**src/rtl/tsf_pkg.sv**
```systemverilog
package tsf_pkg;

    typedef enum logic [1:0] {
        ST_IDLE,
        ST_HEAD,
        ST_STREAM,
        ST_FLUSH
    } tsf_state_e;

endpackage

```
**src/rtl/tsf_hit_split.sv**
```systemverilog
module tsf_hit_split #(
    parameter int HIT_W  = 48,
    parameter int TIME_W = 32,
    parameter int SLOT_W = 16
) (
    input  logic [HIT_W-1:0]        hit,
    output logic [SLOT_W-1:0]       slot,
    output logic [HIT_W-SLOT_W-1:0] word
);
    localparam int PAY_W = HIT_W - TIME_W;
    localparam int LOW_W = TIME_W - SLOT_W;

    logic [TIME_W-1:0] coarse;

    always_comb begin
        coarse = hit[HIT_W-1:PAY_W];
        slot   = coarse[TIME_W-1:LOW_W];
        word   = {coarse[LOW_W-1:0], hit[PAY_W-1:0]};
    end
endmodule

```
**src/rtl/tsf_word_counter.sv**
```systemverilog
module tsf_word_counter #(
    parameter int MAX_WORDS = 360,
    parameter int CNT_W     = $clog2(MAX_WORDS + 1)
) (
    input  logic             clk,
    input  logic             rst_n,
    input  logic             load_one,
    input  logic             incr,
    output logic [CNT_W-1:0] cnt,
    output logic             at_limit
);
    always_ff @(posedge clk or negedge rst_n) begin
        if (!rst_n) begin
            cnt <= '0;
        end else if (load_one) begin
            cnt <= CNT_W'(1);
        end else if (incr) begin
            cnt <= cnt + CNT_W'(1);
        end
    end

    assign at_limit = (cnt == CNT_W'(MAX_WORDS));
endmodule

```
**src/rtl/tsf_idle_timer.sv**
```systemverilog
module tsf_idle_timer #(
    parameter int IDLE_W = 16
) (
    input  logic              clk,
    input  logic              rst_n,
    input  logic              run,
    input  logic [IDLE_W-1:0] limit,
    output logic              expire
);
    logic [IDLE_W-1:0] quiet_q;
    logic [IDLE_W:0]   next_cnt;

    always_comb begin
        next_cnt = {1'b0, quiet_q} + (IDLE_W+1)'(1);
        expire   = run && (next_cnt >= {1'b0, limit});
    end

    always_ff @(posedge clk or negedge rst_n) begin
        if (!rst_n) begin
            quiet_q <= '0;
        end else if (run && !expire) begin
            quiet_q <= next_cnt[IDLE_W-1:0];
        end else begin
            quiet_q <= '0;
        end
    end
endmodule

```
**src/rtl/tslot_framer.sv**
```systemverilog
module tslot_framer
    import tsf_pkg::*;
#(
    parameter int HIT_W     = 48,
    parameter int TIME_W    = 32,
    parameter int SLOT_W    = 16,
    parameter int OUT_W     = HIT_W - SLOT_W,
    parameter int MAX_WORDS = 360,
    parameter int IDLE_W    = 16
) (
    input  logic              clk,
    input  logic              rst_n,
    input  logic [IDLE_W-1:0] idle_limit,
    input  logic              in_valid,
    output logic              in_ready,
    input  logic [HIT_W-1:0]  in_hit,
    output logic              out_valid,
    input  logic              out_ready,
    output logic [OUT_W-1:0]  out_data,
    output logic              out_last
);
    localparam int CNT_W = $clog2(MAX_WORDS + 1);
    localparam int PAD_W = OUT_W - SLOT_W;

    tsf_state_e        state_q;
    tsf_state_e        state_d;
    logic [SLOT_W-1:0] in_slot;
    logic [OUT_W-1:0]  in_word;
    logic [SLOT_W-1:0] cur_slot_q;
    logic [OUT_W-1:0]  pend_q;
    logic [CNT_W-1:0]  word_cnt;
    logic              at_limit;
    logic              fire_in;
    logic              close_pkt;
    logic              opens_pkt;
    logic              quiet_run;
    logic              quiet_expire;

    tsf_hit_split #(
        .HIT_W (HIT_W),
        .TIME_W(TIME_W),
        .SLOT_W(SLOT_W)
    ) u_split (
        .hit (in_hit),
        .slot(in_slot),
        .word(in_word)
    );

    tsf_word_counter #(
        .MAX_WORDS(MAX_WORDS),
        .CNT_W    (CNT_W)
    ) u_count (
        .clk     (clk),
        .rst_n   (rst_n),
        .load_one(fire_in && opens_pkt),
        .incr    (fire_in && !opens_pkt),
        .cnt     (word_cnt),
        .at_limit(at_limit)
    );

    tsf_idle_timer #(
        .IDLE_W(IDLE_W)
    ) u_quiet (
        .clk   (clk),
        .rst_n (rst_n),
        .run   (quiet_run),
        .limit (idle_limit),
        .expire(quiet_expire)
    );

    assign fire_in   = in_valid && in_ready;
    assign close_pkt = (in_slot != cur_slot_q) || at_limit;
    assign opens_pkt = (state_q == ST_IDLE) || close_pkt;
    assign quiet_run = (state_q == ST_STREAM) && !in_valid;

    // state register
    always_ff @(posedge clk or negedge rst_n) begin
        if (!rst_n) begin
            state_q <= ST_IDLE;
        end else begin
            state_q <= state_d;
        end
    end

    // next state
    always_comb begin
        state_d = state_q;
        unique case (state_q)
            ST_IDLE: begin
                if (fire_in) state_d = ST_HEAD;
            end
            ST_HEAD: begin
                if (out_ready) state_d = ST_STREAM;
            end
            ST_STREAM: begin
                if (fire_in) begin
                    state_d = close_pkt ? ST_HEAD : ST_STREAM;
                end else if (quiet_expire) begin
                    state_d = ST_FLUSH;
                end
            end
            ST_FLUSH: begin
                if (out_ready) state_d = ST_IDLE;
            end
        endcase
    end

    // outputs
    always_comb begin
        in_ready  = 1'b0;
        out_valid = 1'b0;
        out_data  = pend_q;
        out_last  = 1'b0;
        unique case (state_q)
            ST_IDLE: begin
                in_ready = out_ready;
            end
            ST_HEAD: begin
                out_valid = 1'b1;
                out_data  = {cur_slot_q, {PAD_W{1'b0}}};
            end
            ST_STREAM: begin
                in_ready  = out_ready;
                out_valid = in_valid;
                out_last  = close_pkt;
            end
            ST_FLUSH: begin
                out_valid = 1'b1;
                out_last  = 1'b1;
            end
        endcase
    end

    // held word and open slot
    always_ff @(posedge clk or negedge rst_n) begin
        if (!rst_n) begin
            pend_q     <= '0;
            cur_slot_q <= '0;
        end else if (fire_in) begin
            pend_q <= in_word;
            if (opens_pkt) cur_slot_q <= in_slot;
        end
    end
endmodule

```
**config.mk**
```make
export PLATFORM = sky130hd
export DESIGN_NAME = tslot_framer
export DESIGN_NICKNAME = d
export VERILOG_FILES = /design/src/rtl/tsf_pkg.sv /design/src/rtl/tsf_hit_split.sv /design/src/rtl/tsf_word_counter.sv /design/src/rtl/tsf_idle_timer.sv /design/src/rtl/tslot_framer.sv
export SDC_FILE = /design/constraint.sdc
export NUM_CORES = 1
export LEC_CHECK = 0
export BUFFER_PORTS_ARGS = -buffer_cell sky130_fd_sc_hd__buf_2
export CAP_MARGIN = 0
export CORE_ASPECT_RATIO = 2
export CORE_MARGIN = 1.5
export CORE_UTILIZATION = 58
export DETAILED_ROUTE_END_ITERATION = 7
export PLACE_DENSITY = 0.85
export SLEW_MARGIN = 20
export SYNTH_ARGS = -nofsm -noshare
export SYNTH_HDL_FRONTEND = slang
export SYNTH_SLANG_ARGS = --single-unit
```
**constraint.sdc**
```tcl
create_clock -name clk -period 4.2 [get_ports clk]
set_input_delay 1.05 -clock clk [delete_from_list [all_inputs] [get_ports clk]]
set_output_delay 1.05 -clock clk [all_outputs]
set_load 0.05 [all_outputs]
```
* After elaboration in Yosys (flattened, before gate mapping) *
Cells that the tools add are included.

cells by class
  reduce and logical (&&, ||, !) cells = 17
  eq/ne operators = 9
  $add $sub $neg = 2
  mux-type cells = 14
  magnitude comparators = 1

operators by type and width
  operator               count
  $mux 32                1
  $mux 9                 2
  $add 16x1->17 const B  1
  $ge 17x16->1           1
  $mux 16                1
  $ne 16x16->1           1
  $mux 2                 6
  $add 9x1->9 const B    1
  $eq 9x9->1 const B     1
  $pmux 2 s4             1
  $logic_and 1x1->1      6
  $ne 2x2->1 const B     3
  $eq 2x2->1 const B     2
  $pmux 1 s2             2
  $reduce_and 4->1       1
  $reduce_or 2->1        2
  $logic_not 1->1        3
  $ne 3x2->1 const B     1
  $eq 2x1->1 const B     1
  $logic_not 2->1        1
  $logic_or 1x1->1       2
  $reduce_and 2->1       1
  $reduce_bool 2->1      1
  $mux 1                 1

word-level totals
  bits of input ports = 68
  word-level logic and storage cells = 48
  output and inout port bits = 35
  bits in registers = 75

* Depth between registers and ports, before layout *
Gate-level depths: netlist of the first run.

  depth after elaboration = 7
  mapped depth = 12
  depth with buffers taken out = 11

* Hierarchy *
A second synthesis of the first run with hierarchy kept.

second synthesis, totals
  cell total of the unflattened synthesis = 408
  area, all modules = 4618.2 sq um

by module, submodules not included
  module            area an instance (sq um)  instances  sequential area each (sq um)  cells each
  tslot_framer      2472.4                    1          1251.2                        178
  tsf_idle_timer    1317.5                    1          400.4                         134
  tsf_word_counter  467.9                     1          225.2                         48
  tsf_hit_split     360.3                     1          0.0                           48

* Worst setup path before layout of the first run *
Ideal clock, no wire load.

  path type = input to output
  from = input in_hit[36]
  to = output out_last
  stages on the path = 4
  slack = 889 ps
  arrival = 2261 ps
  required time = 3150 ps
  buffers on the path = 0
  path through = xnor2_1 -> nand4_1 -> nor3_4 -> a31oi_1

between the ends
  cells in the longest elaborated chain, start to end = 3

RTL lines
  element           RTL line             text
  from (decl)       tslot_framer.sv:16   input logic [HIT_W-1:0] in_hit,
  $ne 16x16->1      tslot_framer.sv:72   assign close_pkt = (in_slot != cur_slot_q) || at_limit;
  $logic_or 1x1->1  tslot_framer.sv:72
  $pmux 1 s2        tslot_framer.sv:114  unique case (state_q)
  to (decl)         tslot_framer.sv:20   output logic out_last

Every way passes these cells.

* Worst setup path after layout of the first run *
  from = input in_hit[43]
  to = output out_last

Same word-level chain as after synthesis.

==> flow_summary.yaml, run 1 <==
status:
  status: "finished, final reports clean"
final_layout:
  fin_area_um2: 5030
  area_growth_pct: 21.1
  n_antenna_cell: 0
  drive_gt1_share_pct: 29.7
  nFillCells: 484
  fin_nets: 616
logic_synthesis:
  syn_nets: 516
  ys.flop_type: "dfrtp_1"
  synth_area_um2: 4150
  synth.distinct_cells: 45
  netlist_instances: 429
  async_flop_share_pct: 100
  synth_top_cell_by_area: "dfrtp_1"
  synth_edf_count: 0
  ys_top_cells_by_area: "dfrtp_1, nand2_1, mux2_2"
  avgSynthCellArea_um2: 9.68
  synth_common_cells: "nand2_1, dfrtp_1, inv_1, xnor2_1, mux2_2"
  synth_most_common_cell: "nand2_1"
  yosys_register_bits: 75
  synth_top_area_share_pct: 45.2
  ys_seq_area_share_pct: 45.2
  yosysWarningCount: 0
placed_design:
  io_buffers: 102
  place_hpwl_um: 6850
  place_area_um2: 4710
  place_ws_ns: 0.842
  gp_congestion: 0.790
worst_setup_path:
  slowest_stage: "nor3_4"
  worstPathRequired_ns: 3.15
  r2r-start: "u_quiet.quiet_q[0]$_DFF_PN0_"
  rrSetupSlack_ns: 0.90
  path_cells: "buf_2 -> xnor2_1 -> nand4_1 -> nor3_4 -> a31oi_1 -> buf_2"
  r2r_cells: 10
  startpoint_type: "input port"
  worstReg2RegEnd: "u_quiet.quiet_q[15]$_DFF_PN0_"
  crit_arrival_ns: 2.26
  critPathMaxStageDelay_ns: 0.36
  criticalPathCategory: "input port to output port"
  critPathMostFrequentCell: "buf_2"
  worstSetupEndpointType: "output port"
  crit_fanout: 8
timing:
  slew_viol_final: 0
  tns_ns: 0
  grt_setup_unrepaired: "no"
  finalCriticalPeriod_ns: 3.31
  worstMarginPinSlew_ns: 0.946
  fmax_mhz: 302
  relSlewSlack_pct: 36.9
  fin_crit_sh_pct: 78.8
  finalHoldViolCount: 0
  setup_ws_ns: 0.891
  hold-worst-slack_ns: 0.469
  setup_viol: 0
  worst_clock_skew_ns: 0.00721
global_route:
  grt_pass1_vias: 3499
  grt_pass1_wl_um: 15600
  track_usage_pct: 26.4
  grt-ovfl-total: 0
  grt_max_degree: 76
  antenna_found_initial: 0
detailed_routing:
  drc: 0
  routed_via_density: 5.54
  postRouteAntennaNets: 0
  top_layer: "met4"
  wire_per_inst_um: 15.5
  wl_um: 9620
  wl_met1_um: 3510
  drt_pass1_iterations: 4
  wl_met2_um: 5250
  drt_iter0_markers: 108
  vias: 3448
  wl_met3_um: 468
clocking:
  cts_buffer_depth: 2
  clk_pin_slew_worst_paths_ns: 0.06
  clk_latency_ns: 0.34
  cts_buffers: 9
  cts_hold_buf: 0
  cts_tree: "yes"
  postCtsSetupBuffers: 0
  cts_root_buf: "clkbuf_16"
  post_cts_resized: 0
  cts.sinks: 75
  htreeDepth: 3
floorplanning:
  die_area_um2: 7710
  io-pin-count: 103
  rows: 43
  core_um2: 6940
  die_y_um: 123
  start_util_pct: 59.8
  die_w_um: 62.8
power:
  p_seq_share_pct: 37.2
  switching_share_pct: 34.2
  p_leak_nw: 2.64
  ir_drop_mv: 0.394
  clockPowerShare_pct: 34.5
  p_switching_mw: 0.819
  p_per_area_nw_per_um2: 476
  p_comb_share_pct: 28.3
  internal-power_mw: 1.57
flow_run:
  cap_viol_max_count: 0
min_path:
  worstHoldEndpoint: "pend_q[2]$_DFFE_PN0P_"
  whs_path_depth: 2
  hold_path.class: "flip-flop to flip-flop"
  min_from: "pend_q[2]$_DFFE_PN0P_"
==> worst max path at each step <==
stage	cells after the start	startpoint	endpoint	slack [ns]
5_1_grt	10	u_quiet.quiet_q[0]$_DFF_PN0_	u_quiet.quiet_q[7]$_DFF_PN0_	0.59
3_3_place_gp	6	in_hit[38]	out_last	0.91
4_1_cts	6	in_hit[40]	out_last	0.88
2_1_floorplan	4	in_hit[36]	out_last	0.89
3_5_place_dp	8	idle_limit[3]	u_quiet.quiet_q[15]$_DFF_PN0_	0.84
6_report	6	in_hit[43]	out_last	0.89
==> cell usage in the layout, fill, tap and decap left out, types with 2 or more instances in the layout <==
cell	instances
buf_2	101
nand4_1	7
o2111ai_1	4
o21ai_0	5
mux2_4	9
nand3_1	11
nand2_1	112
nor3b_1	2
and3_1	4
and2_1	19
bufinv_16	2
mux2_2	23
ha_1	19
dfrtp_1	75
xnor2_1	25
inv_1	25
nor4_1	2
nor3_1	5
xor2_1	9
nor2_1	9
nor2b_1	16
buf_4	3
o21a_1	2
clkbuf_16	9
a21oi_1	11
a32oi_1	2
==> critical path: cells and delay by family <==
kind / cells / cell delay (ns)
AO/OA/AOI/OAI: 1 / 0.13
XOR/XNOR: 1 / 0.19
buffers and inverters: 2 / 0.34
AND/OR/NAND/NOR: 2 / 0.54
==> per-stage QoR <==
step / instances / power, mW / utilization [%]
finish: 622 / 2.39 / 72.4
global route: 622 / 2.48 / 72.4
CTS: 622 / 2.41 / 72.4
detailed placement: 608 / 1.57 / 67.9
global placement: 608 / 1.56 / 67.9
floorplan: 429 / 1.40 / -
==> per-layer routing <==
| metal | up-vias | GRT usage [%] |
|---|---|---|
| met5 | - | 0 |
| met3 | 35 | 6.60 |
| met4 | 0 | 15.6 |
| met1 | 1678 | 27.4 |
| li1 | 1618 | - |
| met2 | 117 | 47.8 |
==> kinds of logic after synthesis <==
| kind of cell | after synthesis | share of synthesized area [%] |
|---|---|---|
| simple gates | 195 | 22.8 |
| flops | 75 | 45.2 |
| buf+inv | 41 | 4.31 |
| xor+xnor | 34 | 7.17 |
| compound gates | 33 | 5.27 |
| mux | 32 | 9.49 |
| fa+ha+maj | 19 | 5.73 |
==> cell type report <==
cell class | count | area [um^2] | share of cell area, %
multi-input cells | 313 | 2100 | 41.7
flip-flops and latches | 75 | 1880 | 37.3
repair buffers | 104 | 528 | 10.5
clock buffers | 10 | 239 | 4.75
well taps | 90 | 113 | 2.24
inverters | 26 | 97.6 | 1.94
clock inverters | 4 | 76.3 | 1.52
==> power by group through the flow <==
stage | registers [mW] | clock network, mW | logic, mW
6_report | 0.890 | 0.826 | 0.677
5_1_grt | 0.903 | 0.862 | 0.719
4_1_cts | 0.890 | 0.842 | 0.682
3_5_place_dp | 0.901 | 0 | 0.674
3_3_place_gp | 0.895 | 0 | 0.661
2_1_floorplan | 0.878 | 0 | 0.526
==> registers in the layout, indices dropped and copies added, names as in the netlist <==
signal	flops
cur_slot_q	16
pend_q	32
state_q	2
u_count.cnt	9
u_quiet.quiet_q	16
Power figures use the tool's default switching activity.
==> run 2: changes to the inputs <==
--- a/config.mk
+++ b/config.mk
@@ -9,9 +9,9 @@
 export CAP_MARGIN = 0
 export CORE_ASPECT_RATIO = 2
 export CORE_MARGIN = 1.5
-export CORE_UTILIZATION = 58
+export CORE_UTILIZATION = 48
 export DETAILED_ROUTE_END_ITERATION = 7
-export PLACE_DENSITY = 0.85
+export PLACE_DENSITY = 0.75
 export SLEW_MARGIN = 20
 export SYNTH_ARGS = -nofsm -noshare
 export SYNTH_HDL_FRONTEND = slang
==> constraint.sdc (replaced) <==
create_clock -name clk -period 2.7 [get_ports clk]
set_input_delay 0.675 -clock clk [delete_from_list [all_inputs] [get_ports clk]]
set_output_delay 0.675 -clock clk [all_outputs]
set_load 0.05 [all_outputs]
==> run 2 against run 1 <==
Net effect: global-route usage is 3.7 points lower; total power increased by 54%; flip-flop and latch count did not move; die area up 20%; sequential share of layout area shrank 1.7 points; largest cell class unchanged; final area grew 4.7%; utilization is 9.4 points lower; clock skew down 0.0011 ns; highest routed layer unchanged; setup slack worse by 0.86 ns; critical path depth is 6 higher; routed wire length increased by 2.2%; critical endpoint is now u_quiet.quiet_q[4]$_DFF_PN0_.
==> flow_summary.yaml, run 2 (synthesis gave the netlist of run 1 again) <==
status:
  status: "finished, final reports clean"
final_layout:
  fin_cells: 652
  fin_nets: 636
  final_cell_mix: "nand2_1, buf_2, dfrtp_1"
  drive_gt1_share_pct: 34.8
  final_common_cell: "nand2_1"
  largest-register: "pend_q"
  n_antenna_cell: 0
  regArea_um2: 1880
  area_growth_pct: 26.8
  nFillCells: 695
  reg_top3: "pend_q: 32 flops, cur_slot_q: 16 flops, u_quiet.quiet_q: 16 flops"
  multiInputGateArea_um2: 2160
  fin_area_um2: 5260
  largest_register_ffs: 32
detailed_routing:
  top_layer: "met4"
  wl_met2_um: 5330
  drt_pass1_iterations: 4
  vias: 3407
  drt_iter0_markers: 125
  drc: 0
  wire_per_inst_um: 15.1
  postRouteAntennaNets: 0
  wl_met1_um: 3700
  wl_um: 9830
  wl_met3_um: 490
  routed_via_density: 5.23
clocking:
  htreeDepth: 3
  cts_buffer_depth: 2
  clk_pin_slew_worst_paths_ns: 0.06
  cts_root_buf: "clkbuf_16"
  cts_tree: "yes"
  clk_latency_ns: 0.33
  cts.sinks: 75
  cts_buffers: 9
floorplanning:
  die_w_um: 68.8
  rows: 47
  start_util_pct: 49.7
  die_y_um: 135
  die_area_um2: 9250
  core_um2: 8350
  io-pin-count: 103
worst_setup_path:
  worstPathRequired_ns: 2.95
  slowest_stage: "dfrtp_1"
  worst_path_dominant_cell_family: "simple AND/OR/NAND/NOR gates"
  crit_arrival_ns: 2.93
  path_cells: "ha_2 -> nand4_1 -> buf_6 -> nor2_2 -> xor2_1 -> ha_1 -> a21oi_2 -> o21ai_1 -> a32oi_1 -> nand4b_1 -> buf_6 -> nor2b_1"
  crit_fanout: 5
  criticalPathCategory: "flip-flop to flip-flop"
  worstSetupEndpointType: "flip-flop"
  critPathMaxStageDelay_ns: 0.38
  startpoint_type: "flip-flop"
  cp_num_buf_inv: 2
  critPathMostFrequentCell: "buf_6"
min_path:
  hold_path.class: "input port to async pin"
timing:
  fmax_mhz: 374
  finalHoldViolCount: 0
  relSlewSlack_pct: 64.6
  slew_viol_final: 0
  worstMarginPinSlew_ns: 0.531
  fin_crit_sh_pct: 98.9
  setup_viol: 0
  tns_ns: 0
  hold-worst-slack_ns: 0.320
  finalCriticalPeriod_ns: 2.67
  worst_clock_skew_ns: 0.00609
  grt_setup_unrepaired: "yes"
global_route:
  track_usage_pct: 22.8
  grt_max_degree: 41
  grt-ovfl-total: 0
  grt_pass1_wl_um: 15800
  grt_pass1_vias: 3649
  antenna_found_initial: 0
power:
  switching_share_pct: 34.4
  p_leak_nw: 2.76
  p_comb_share_pct: 29.4
  ir_drop_mv: 0.554
  internal-power_mw: 2.42
  p_seq_share_pct: 37.5
  clockPowerShare_pct: 33.1
  p_switching_mw: 1.27
  p_per_area_nw_per_um2: 700
  fin_total_pwr_mw: 3.69
placed_design:
  place_hpwl_um: 7350
  io_buffers: 102
  gp_congestion: 0.870
  place_inst: 631
  place_area_um2: 4850
flow_run:
  cap_viol_max_count: 0
-- run 2: cell types whose count changed in the layout (fill, tap and decap cells not counted), moves of 3 or more --
cell,delta
buf_6,+3
a21oi_1,-4
a21oi_2,+4
nor2_1,-4
nor2_2,+3
buf_4,+15
-- run 2: timing repair --
action / in CTS / in global routing
hold buffers: 0 / 0
endpoints found under the setup margin: 0 / 16
gates resized for setup: 0 / 21
setup buffers: 0 / 4
-- run 2: metal layers --
| metal | GRT usage (%) | up-vias |
|---|---|---|
| met4 | 9.80 | 0 |
| li1 | - | 1661 |
| met3 | 5.17 | 24 |
| met2 | 40.5 | 113 |
| met5 | 0 | - |
| met1 | 24.6 | 1609 |
-- run 2: final cells by class --
type                       count  share of cell area [%]
clock buffer                  13                    4.95
clock inverter                 3                   0.880
inverter                      26                    1.85
multi-input combinational    313                    41.0
sequential                    75                    35.7
tap                           98                    2.33
timing repair buffer         124                    13.3
-- run 2: stage by stage --
stage	worst slack (ns)	utilization, %
5_1_grt	-0.152	63.0
6_report	0.0284	63.0
3_5_place_dp	0.106	58.0
3_3_place_gp	0.209	58.0
2_1_floorplan	0.0111	-
4_1_cts	0.0946	61.7
-- run 2: path summary, 6_finish.rpt --
kind                                                    from                            end  slack [ns]  depth (start not counted)
worst min register to register         pend_q[3]$_DFFE_PN0P_          pend_q[3]$_DFFE_PN0P_        0.47                          2
worst max-delay path            u_quiet.quiet_q[1]$_DFF_PN0_   u_quiet.quiet_q[4]$_DFF_PN0_        0.03                         12
min in group clk                       pend_q[3]$_DFFE_PN0P_          pend_q[3]$_DFFE_PN0P_        0.47                          2
worst min-delay path                                   rst_n  u_quiet.quiet_q[11]$_DFF_PN0_        0.32                          1
max in group asynchronous                              rst_n     u_count.cnt[3]$_DFFE_PN0P_        1.78                          2
worst max register to register  u_quiet.quiet_q[1]$_DFF_PN0_   u_quiet.quiet_q[4]$_DFF_PN0_        0.03                         12
-- run 2: worst reg2reg max path: cells and delay by family, from the launching register on --
kind | cells | cell delay (ns)
AO/OA/AOI/OAI | 3 | 0.46
XOR/XNOR | 1 | 0.21
adder cells (fa/ha/maj) | 2 | 0.50
buffers and inverters | 2 | 0.41
flip-flops | 1 | 0.38
AND/OR/NAND/NOR | 4 | 0.66
-- run 2: power by group through the flow --
stage               clock (mW)  sequential, mW  combinational (mW)
finish                    1.22            1.38                1.08
global route              1.29            1.40                1.16
CTS                       1.25            1.38                1.08
detailed placement           0            1.40                1.08
global placement             0            1.39                1.06
floorplan                    0            1.37               0.818
